### src/rtl/sbr_pkg.sv
`timescale 1ns/1ps
package sbr_pkg;
  typedef enum logic [1:0] {
    TGT_CTRL = 2'd0,
    TGT_CHR0 = 2'd1,
    TGT_CHR1 = 2'd2,
    TGT_PRG  = 2'd3
  } sbr_tgt_e;

  localparam int unsigned NUM_TGT = 4;

  typedef struct packed {
    logic     serial;   // upper-half write, bit 7 clear
    logic     restart;  // upper-half write, bit 7 set
    logic     ram;      // write inside the RAM window
    sbr_tgt_e tgt;      // register selected by the address
  } sbr_dec_t;
endpackage

### src/rtl/sbr_decode.sv
`timescale 1ns/1ps
module sbr_decode
  import sbr_pkg::*;
#(
  parameter int ADDR_W   = 16,
  parameter int DATA_W   = 8,
  parameter int RAM_BASE = 'h6000,
  parameter int RAM_SPAN = 'h2000,
  localparam int RAM_AW  = $clog2(RAM_SPAN)
) (
  input  logic              wr_en,
  input  logic [ADDR_W-1:0] wr_addr,
  input  logic              flag_bit,
  output sbr_dec_t          dec,
  output logic [RAM_AW-1:0] ram_off
);
  localparam logic [RAM_AW-1:0] RAM_OFS = RAM_AW'(RAM_BASE);

  logic upper;
  logic in_ram;

  assign upper  = wr_addr[ADDR_W-1];
  assign in_ram = (int'(wr_addr) >= RAM_BASE) && (int'(wr_addr) < RAM_BASE + RAM_SPAN);

  always_comb begin
    dec         = '0;
    dec.serial  = wr_en && upper && !flag_bit;
    dec.restart = wr_en && upper && flag_bit;
    dec.ram     = wr_en && !upper && in_ram;
    dec.tgt     = sbr_tgt_e'(wr_addr[ADDR_W-2 -: 2]);
  end

  assign ram_off = wr_addr[RAM_AW-1:0] - RAM_OFS;
endmodule

### src/rtl/sbr_loader.sv
`timescale 1ns/1ps
module sbr_loader #(
  parameter int VAL_W = 5
) (
  input  logic             clk,
  input  logic             rst_n,
  input  logic             take,
  input  logic             restart,
  input  logic             din,
  output logic             commit,
  output logic [VAL_W-1:0] commit_val
);
  localparam logic [VAL_W-1:0] MARK = {1'b1, {(VAL_W-1){1'b0}}};

  logic [VAL_W-1:0] shift_q;
  logic [VAL_W-1:0] shifted;

  assign shifted    = {din, shift_q[VAL_W-1:1]};
  assign commit     = take && shift_q[0];
  assign commit_val = shifted;

  always_ff @(posedge clk) begin
    if (!rst_n) begin
      shift_q <= MARK;
    end else if (restart) begin
      shift_q <= MARK;
    end else if (take) begin
      shift_q <= shift_q[0] ? MARK : shifted;
    end
  end
endmodule

### src/rtl/sbr_regs.sv
`timescale 1ns/1ps
module sbr_regs
  import sbr_pkg::*;
#(
  parameter int VAL_W    = 5,
  parameter int MODE_LSB = 2,
  parameter int MODE_W   = 2
) (
  input  logic                            clk,
  input  logic                            rst_n,
  input  logic                            commit,
  input  sbr_tgt_e                        tgt,
  input  logic [VAL_W-1:0]                val,
  input  logic                            restart,
  output logic [NUM_TGT-1:0][VAL_W-1:0]   regs_q
);
  localparam logic [VAL_W-1:0] MODE_MASK = VAL_W'(((1 << MODE_W) - 1) << MODE_LSB);

  for (genvar g = 0; g < NUM_TGT; g++) begin : g_reg
    logic hit;
    assign hit = commit && (tgt == sbr_tgt_e'(g));
    if (g == int'(TGT_CTRL)) begin : g_ctrl
      always_ff @(posedge clk) begin
        if (!rst_n)       regs_q[g] <= '0;
        else if (hit)     regs_q[g] <= val;
        else if (restart) regs_q[g] <= regs_q[g] | MODE_MASK;
      end
    end else begin : g_bank
      always_ff @(posedge clk) begin
        if (!rst_n)   regs_q[g] <= '0;
        else if (hit) regs_q[g] <= val;
      end
    end
  end
endmodule

### src/rtl/serial_bank_regfile.sv
`timescale 1ns/1ps
module serial_bank_regfile
  import sbr_pkg::*;
#(
  parameter int ADDR_W   = 16,
  parameter int DATA_W   = 8,
  parameter int VAL_W    = 5,
  parameter int RAM_BASE = 'h6000,
  parameter int RAM_SPAN = 'h2000,
  parameter int MODE_LSB = 2,
  parameter int MODE_W   = 2,
  localparam int RAM_AW  = $clog2(RAM_SPAN)
) (
  input  logic              clk,
  input  logic              rst_n,
  input  logic              cyc_tick,
  input  logic              wr_en,
  input  logic [ADDR_W-1:0] wr_addr,
  input  logic [DATA_W-1:0] wr_data,
  output logic              ram_we,
  output logic [RAM_AW-1:0] ram_addr,
  output logic [DATA_W-1:0] ram_wdata,
  output logic [VAL_W-1:0]  cfg_ctrl,
  output logic [VAL_W-1:0]  cfg_chr_lo,
  output logic [VAL_W-1:0]  cfg_chr_hi,
  output logic [VAL_W-1:0]  cfg_prg
);
  sbr_dec_t                      dec;
  logic                          wr_flag_q;
  logic                          take;
  logic                          commit;
  logic [VAL_W-1:0]              commit_val;
  logic [NUM_TGT-1:0][VAL_W-1:0] regs_q;

  sbr_decode #(
    .ADDR_W(ADDR_W), .DATA_W(DATA_W), .RAM_BASE(RAM_BASE), .RAM_SPAN(RAM_SPAN)
  ) u_dec (
    .wr_en   (wr_en),
    .wr_addr (wr_addr),
    .flag_bit(wr_data[DATA_W-1]),
    .dec     (dec),
    .ram_off (ram_addr)
  );

  // one serial write per CPU cycle; restart writes are not gated
  assign take = dec.serial && !wr_flag_q;

  always_ff @(posedge clk) begin
    if (!rst_n)        wr_flag_q <= 1'b0;
    else if (cyc_tick) wr_flag_q <= 1'b0;
    else if (take)     wr_flag_q <= 1'b1;
  end

  sbr_loader #(.VAL_W(VAL_W)) u_load (
    .clk       (clk),
    .rst_n     (rst_n),
    .take      (take),
    .restart   (dec.restart),
    .din       (wr_data[0]),
    .commit    (commit),
    .commit_val(commit_val)
  );

  sbr_regs #(.VAL_W(VAL_W), .MODE_LSB(MODE_LSB), .MODE_W(MODE_W)) u_regs (
    .clk    (clk),
    .rst_n  (rst_n),
    .commit (commit),
    .tgt    (dec.tgt),
    .val    (commit_val),
    .restart(dec.restart),
    .regs_q (regs_q)
  );

  assign ram_we     = dec.ram;
  assign ram_wdata  = wr_data;
  assign cfg_ctrl   = regs_q[TGT_CTRL];
  assign cfg_chr_lo = regs_q[TGT_CHR0];
  assign cfg_chr_hi = regs_q[TGT_CHR1];
  assign cfg_prg    = regs_q[TGT_PRG];
endmodule

### config.mk
export PLATFORM = sky130hd
export DESIGN_NAME = serial_bank_regfile
export DESIGN_NICKNAME = d
export VERILOG_FILES = /design/src/rtl/sbr_pkg.sv /design/src/rtl/sbr_decode.sv /design/src/rtl/sbr_loader.sv /design/src/rtl/sbr_regs.sv /design/src/rtl/serial_bank_regfile.sv
export SDC_FILE = /design/constraint.sdc
export NUM_CORES = 1
export LEC_CHECK = 0
export ABC_CLOCK_PERIOD_IN_PS = 2050
export BUFFER_PORTS_ARGS = -buffer_cell sky130_fd_sc_hd__buf_2
export CAP_MARGIN = 20
export CORE_MARGIN = 4
export CORE_UTILIZATION = 43
export CTS_CLUSTER_DIAMETER = 200
export DETAILED_ROUTE_END_ITERATION = 16
export GPL_TIMING_DRIVEN = 0
export HOLD_SLACK_MARGIN = 0.15
export PLACE_DENSITY = 0.85
export SYNTH_ARGS = -nofsm -noshare
export SYNTH_HDL_FRONTEND = slang
export SYNTH_HIERARCHICAL = 1
export SYNTH_SLANG_ARGS = --single-unit
### constraint.sdc
create_clock -name clk -period 2.05 [get_ports clk]
set_input_delay 0.41 -clock clk [delete_from_list [all_inputs] [get_ports clk]]
set_output_delay 0.41 -clock clk [all_outputs]
set_load 0.1 [all_outputs]
# ---- After elaboration in Yosys (flattened, before gate mapping)
# Index checks and enable logic that the tools add are counted.
dict set report totals {
  register_bits 26
  output_inout_bits 42
  in_bits 28
}
dict set report classes {
  bitwise 1
  n_lt_le_gt_ge 2
  n_mux 3
  n_reduce_logical 19
  n_eq_ne 3
}
# cell count
set ops {}
lappend ops {{$ge A16 B15 Y1 const B} 1}
lappend ops {{$lt A16 B16 Y1 const B} 1}
lappend ops {{$logic_and A1 B1 Y1} 12}
lappend ops {{$mux W5} 2}
lappend ops {{$eq A2 B2 Y1 const B} 2}
lappend ops {{$mux W4} 1}
lappend ops {{$reduce_or A2 Y1} 2}
lappend ops {{$logic_not A1 Y1} 3}
lappend ops {{$eq A2 B1 Y1 const B} 1}
lappend ops {{$logic_not A2 Y1} 1}
lappend ops {{$reduce_bool A2 Y1} 1}
lappend ops {{$not A1 Y1} 1}

# ---- Depth between registers and ports, before layout
dict set report logic_depth {
  word_depth 6
  mapped_depth 7
  ltp_nobuf 5
}

# ---- Hierarchy
# The synthesis kept the hierarchy.
# module cells_per_inst instances seq_area_each_um2 area_each_um2
set modules_own_cells {}
lappend modules_own_cells {sbr_regs 73 1 400.4 742.0}
lappend modules_own_cells {sbr_loader 28 1 100.1 265.3}
lappend modules_own_cells {sbr_decode 18 1 0.0 140.1}
lappend modules_own_cells {serial_bank_regfile 12 1 20.0 105.1}

# ---- Worst setup path before layout
# No wires, ideal clock.
dict set report synth_timing {
  path_kind {input-to-reg}
  start {input wr_data[7]}
  end {register u_regs/regs_q[2] in the netlist's numbering}
  path_stages 7
  arrival_time_ns 1.633
  slack_ns 0.292
  required_ns 1.925
  n_path_buf 2
  path_cell_list {and3b_2 -> and2b_2 -> buf_6 -> and2_2 -> or3b_1 -> buf_2 -> mux2i_1}
}
dict set report synth_via {
  elab_chain_len 6
  elab_cells_between_ends 8
}
# element line_no
set synth_lines {}
lappend synth_lines {{start: declaration} serial_bank_regfile.sv:19} ;# input logic [DATA_W-1:0] wr_data,
lappend synth_lines {{$logic_not A1 Y1 (*)} sbr_decode.sv:27} ;# dec.serial = wr_en && upper && !flag_bit;
lappend synth_lines {{$logic_and A1 B1 Y1 (*)} sbr_decode.sv:27}
lappend synth_lines {{$logic_and A1 B1 Y1 (*)} serial_bank_regfile.sv:46} ;# assign take = dec.serial && !wr_flag_q;
lappend synth_lines {{named net take} serial_bank_regfile.sv:30} ;# logic take;
lappend synth_lines {{$logic_and A1 B1 Y1 (*)} sbr_loader.sv:19} ;# assign commit = take && shift_q[0];
lappend synth_lines {{named net commit} serial_bank_regfile.sv:31} ;# logic commit;
lappend synth_lines {{$logic_and A1 B1 Y1 (*)} sbr_regs.sv:21} ;# assign hit = commit && (tgt == sbr_tgt_e'(g));
lappend synth_lines {{$mux W5 / $reduce_bool A2 Y1 (equally long branches)} --}
lappend synth_lines {{end signal: indexed assignment} sbr_regs.sv:25} ;# else if (hit) regs_q[g] <= val;
lappend synth_lines {{end signal: indexed assignment} sbr_regs.sv:26} ;# else if (restart) regs_q[g] <= regs_q[g] | MODE_MASK;
lappend synth_lines {{end: declaration} sbr_regs.sv:15} ;# output logic [NUM_TGT-1:0][VAL_W-1:0] regs_q
# The timed path passes the listed nets; every way through them passes the cells marked *. The select of a mux whose other input is x is not followed.
# A chain may end at the register's enable or synchronous reset.

==> results.json <==
{
  "synth.distinct_cells": 21,
  "synth_xor_area_frac": 0,
  "boundaryPins": 70,
  "hold_slack_ns": 0.234,
  "max_stage_delay_ns": 0.33,
  "antenna_found_initial": 0,
  "hp-class": "input pin to register",
  "nNetsFinal": 214,
  "max_freq_mhz": 618,
  "slew_headroom": 0.676,
  "critPathBufInv": 3,
  "core_area_um2": 2780,
  "grt_max_degree": 16,
  "synthSimpleGateAreaFrac": 0.202,
  "cts_num_sinks": 26,
  "cts_made_buffers": 3,
  "drt_iter0_markers": 22,
  "clkSlewWorstSetupHoldPaths_ns": 0.14,
  "ys_ff_latch": 26,
  "cp-start-kind": "input pin",
  "finalMaxSlewViolations": 0,
  "rsz0062_at_grt": "no",
  "cts_tree": "yes",
  "initial_core_util": 0.450,
  "numPortBuffers": 50,
  "grt_overflow_total": 0,
  "cts_resized": 0,
  "grt_pass1_wl_mm": 3.78,
  "hold_viol": 0,
  "cp_common_cell": "buf_2",
  "wl_per_cell_um": 12.2,
  "avgViaCountPerCell": 4.69,
  "die-area_um2": 3840,
  "setup_slack_ns": 0.433,
  "die_y_um": 62.0,
  "h-tree-depth": 1,
  "cpLargestDelayFamily": "simple AND/OR/NAND/NOR gates",
  "arrival_ns": 1.83,
  "p_leak_nw": 0.890,
  "fin_worst_skew_ns": 0.00702,
  "gp_congestion": 0.789,
  "synth_top_family_by_area": "simple AND/OR/NAND/NOR gates",
  "crit_start": "wr_data[7]",
  "crit_cells": 8,
  "stdcell_area_um2": 1590,
  "root_buffer": "clkbuf_4",
  "cts_buffer_depth": 2,
  "critical_path.endpoint": "u_regs/regs_q[3]",
  "synth_compound_area_frac": 0.0330,
  "post-place-ws_ns": 0.0803,
  "crit_path_top_delay_cell": "or3b_1",
  "crit_path_end_kind": "register",
  "regToRegSetupSlack_ns": 0.47,
  "gr-usage-all-layers": 0.134,
  "dp.cells": 212,
  "cts_setup_buffers": 0,
  "timing.rr.start": "wr_flag_q",
  "power.total_mw": 1.14,
  "postRouteAntennaNets": 0,
  "post_dp_cell_area_um2": 1540,
  "required_ns": 2.26,
  "critPathKind": "input pin to register",
  "final_util": 0.573,
  "wl_mm": 2.64,
  "grt_pass1_vias": 885,
  "fin_tns_setup_ns": 0,
  "antennaDiodeCount": 0,
  "vias": 1012,
  "synth_mux_area_frac": 0.160,
  "timing.final.setup_violations": 0,
  "tightest_slew_ns": 0.490,
  "layout.cells.non_filler": 216,
  "worst-path-max-fanout": 10,
  "power_density_nw_per_um2": 714,
  "crit_chain": "buf_2 > and3b_2 > and2b_2 > buf_6 > and2_2 > or3b_1 > buf_2 > mux2i_1",
  "num_rows": 19,
  "drtPass1Iterations": 4,
  "ys_seq_area_frac": 0.416,
  "syn_to_final_growth_pct": 27.3,
  "timing.final.crit_share": 0.789,
  "drive_gt1_frac": 0.492,
  "post-dp-hpwl_mm": 2.17,
  "die_x_um": 62.0,
  "ys.warnings.count": 6,
  "maxCapViolations": 0,
  "avgSynthCellArea_um2": 9.56,
  "synth-adder-area-share": 0,
  "netlist_area_um2": 1250,
  "cts_hold_buf": 0,
  "clock_latency_ns": 0.32,
  "syn_nets": 159,
  "period_needed_ns": 1.62,
  "drcViolationCount": 0,
  "status": "finished clean",
  "ir_drop_mv": 0.463,
  "reg2regPathDepth": 6,
  "netlist_instances": 131,
  "r2r_end": "u_regs/regs_q[3]"
}
## layout by cell type (no fill, tap or decap), types with 3 or more instances in the layout
cell type	n
clkbuf_4	3
buf_2	51
clkbuf_1	3
nand3b_1	6
nand2b_1	5
nand2_1	23
a21oi_1	4
dfxtp_1	26
mux2i_1	20
buf_4	28
## cells by family (layout without fill, tap and decap cells)
kind of cell    count (synthesis)  count (layout)
compound gates                  7               7
buf+inv                        33              87
flops                          26              26
mux                            20              20
simple gates                   45              45
## how the worst min path moves through the flow
stage | from | end | slack, ns | cells after the start
5_1_grt | cyc_tick | wr_flag_q | 0.21 | 2
4_1_cts | cyc_tick | wr_flag_q | 0.23 | 2
6_report | cyc_tick | wr_flag_q | 0.23 | 2
2_1_floorplan | u_load/shift_q[1] | u_load/shift_q[1] | 0.46 | 2
3_3_place_gp | u_regs/regs_q[9] | u_regs/regs_q[9] | 0.45 | 2
3_5_place_dp | u_regs/regs_q[15] | u_regs/regs_q[15] | 0.45 | 2
## registers in the layout, summed over array words and instances (netlist names)
signal	cells
u_regs/regs_q	20
u_load/shift_q	5
wr_flag_q	1
## cell type report
cell class / count / area, um^2
buffer: 33 / 238
clock buffer: 3 / 22.5
clock inverter: 1 / 30.0
fill: 275 / 1190
multi-input combinational: 72 / 494
sequential: 26 / 520
tap: 31 / 38.8
timing repair buffer: 50 / 250
## cells in the mapped netlist
| library cell | n | area share |
|---|---|---|
| a21oi_1 | 4 | 0.016 |
| dfxtp_1 | 26 | 0.42 |
| mux2i_1 | 20 | 0.16 |
| buf_6 | 1 | 0.0090 |
| and2_2 | 1 | 0.0060 |
| clkbuf_1 | 3 | 0.0090 |
| nand3_1 | 1 | 0.0040 |
| o21bai_2 | 1 | 0.0090 |
| nand3b_1 | 6 | 0.036 |
| buf_2 | 1 | 0.0040 |
| and3_2 | 1 | 0.0060 |
| nand2_1 | 23 | 0.069 |
| nor2_1 | 2 | 0.0060 |
| and3b_2 | 1 | 0.0080 |
| and4b_1 | 1 | 0.0080 |
| or3b_1 | 1 | 0.0070 |
| o21ai_0 | 2 | 0.0080 |
| and2b_2 | 1 | 0.0070 |
| nand2b_1 | 5 | 0.025 |
| nor3b_2 | 2 | 0.020 |
| buf_4 | 28 | 0.17 |
## power breakdown
part / switching (mW) / total (mW) / internal (mW)
clock network: 0.148 / 0.346 / 0.198
logic: 0.217 / 0.281 / 0.0636
registers: 0.00229 / 0.512 / 0.510
## routing by layer
| layer | up-vias | routed length, um | global-route usage |
|---|---|---|---|
| met5 | - | 0 | 0 |
| met4 | 0 | 14 | 0.0545 |
| met1 | 463 | 1100 | 0.167 |
| met3 | 2 | 190 | 0.0248 |
| met2 | 33 | 1340 | 0.226 |
| li1 | 514 | - | - |
Note: power is estimated with default switching activity, not from simulation.
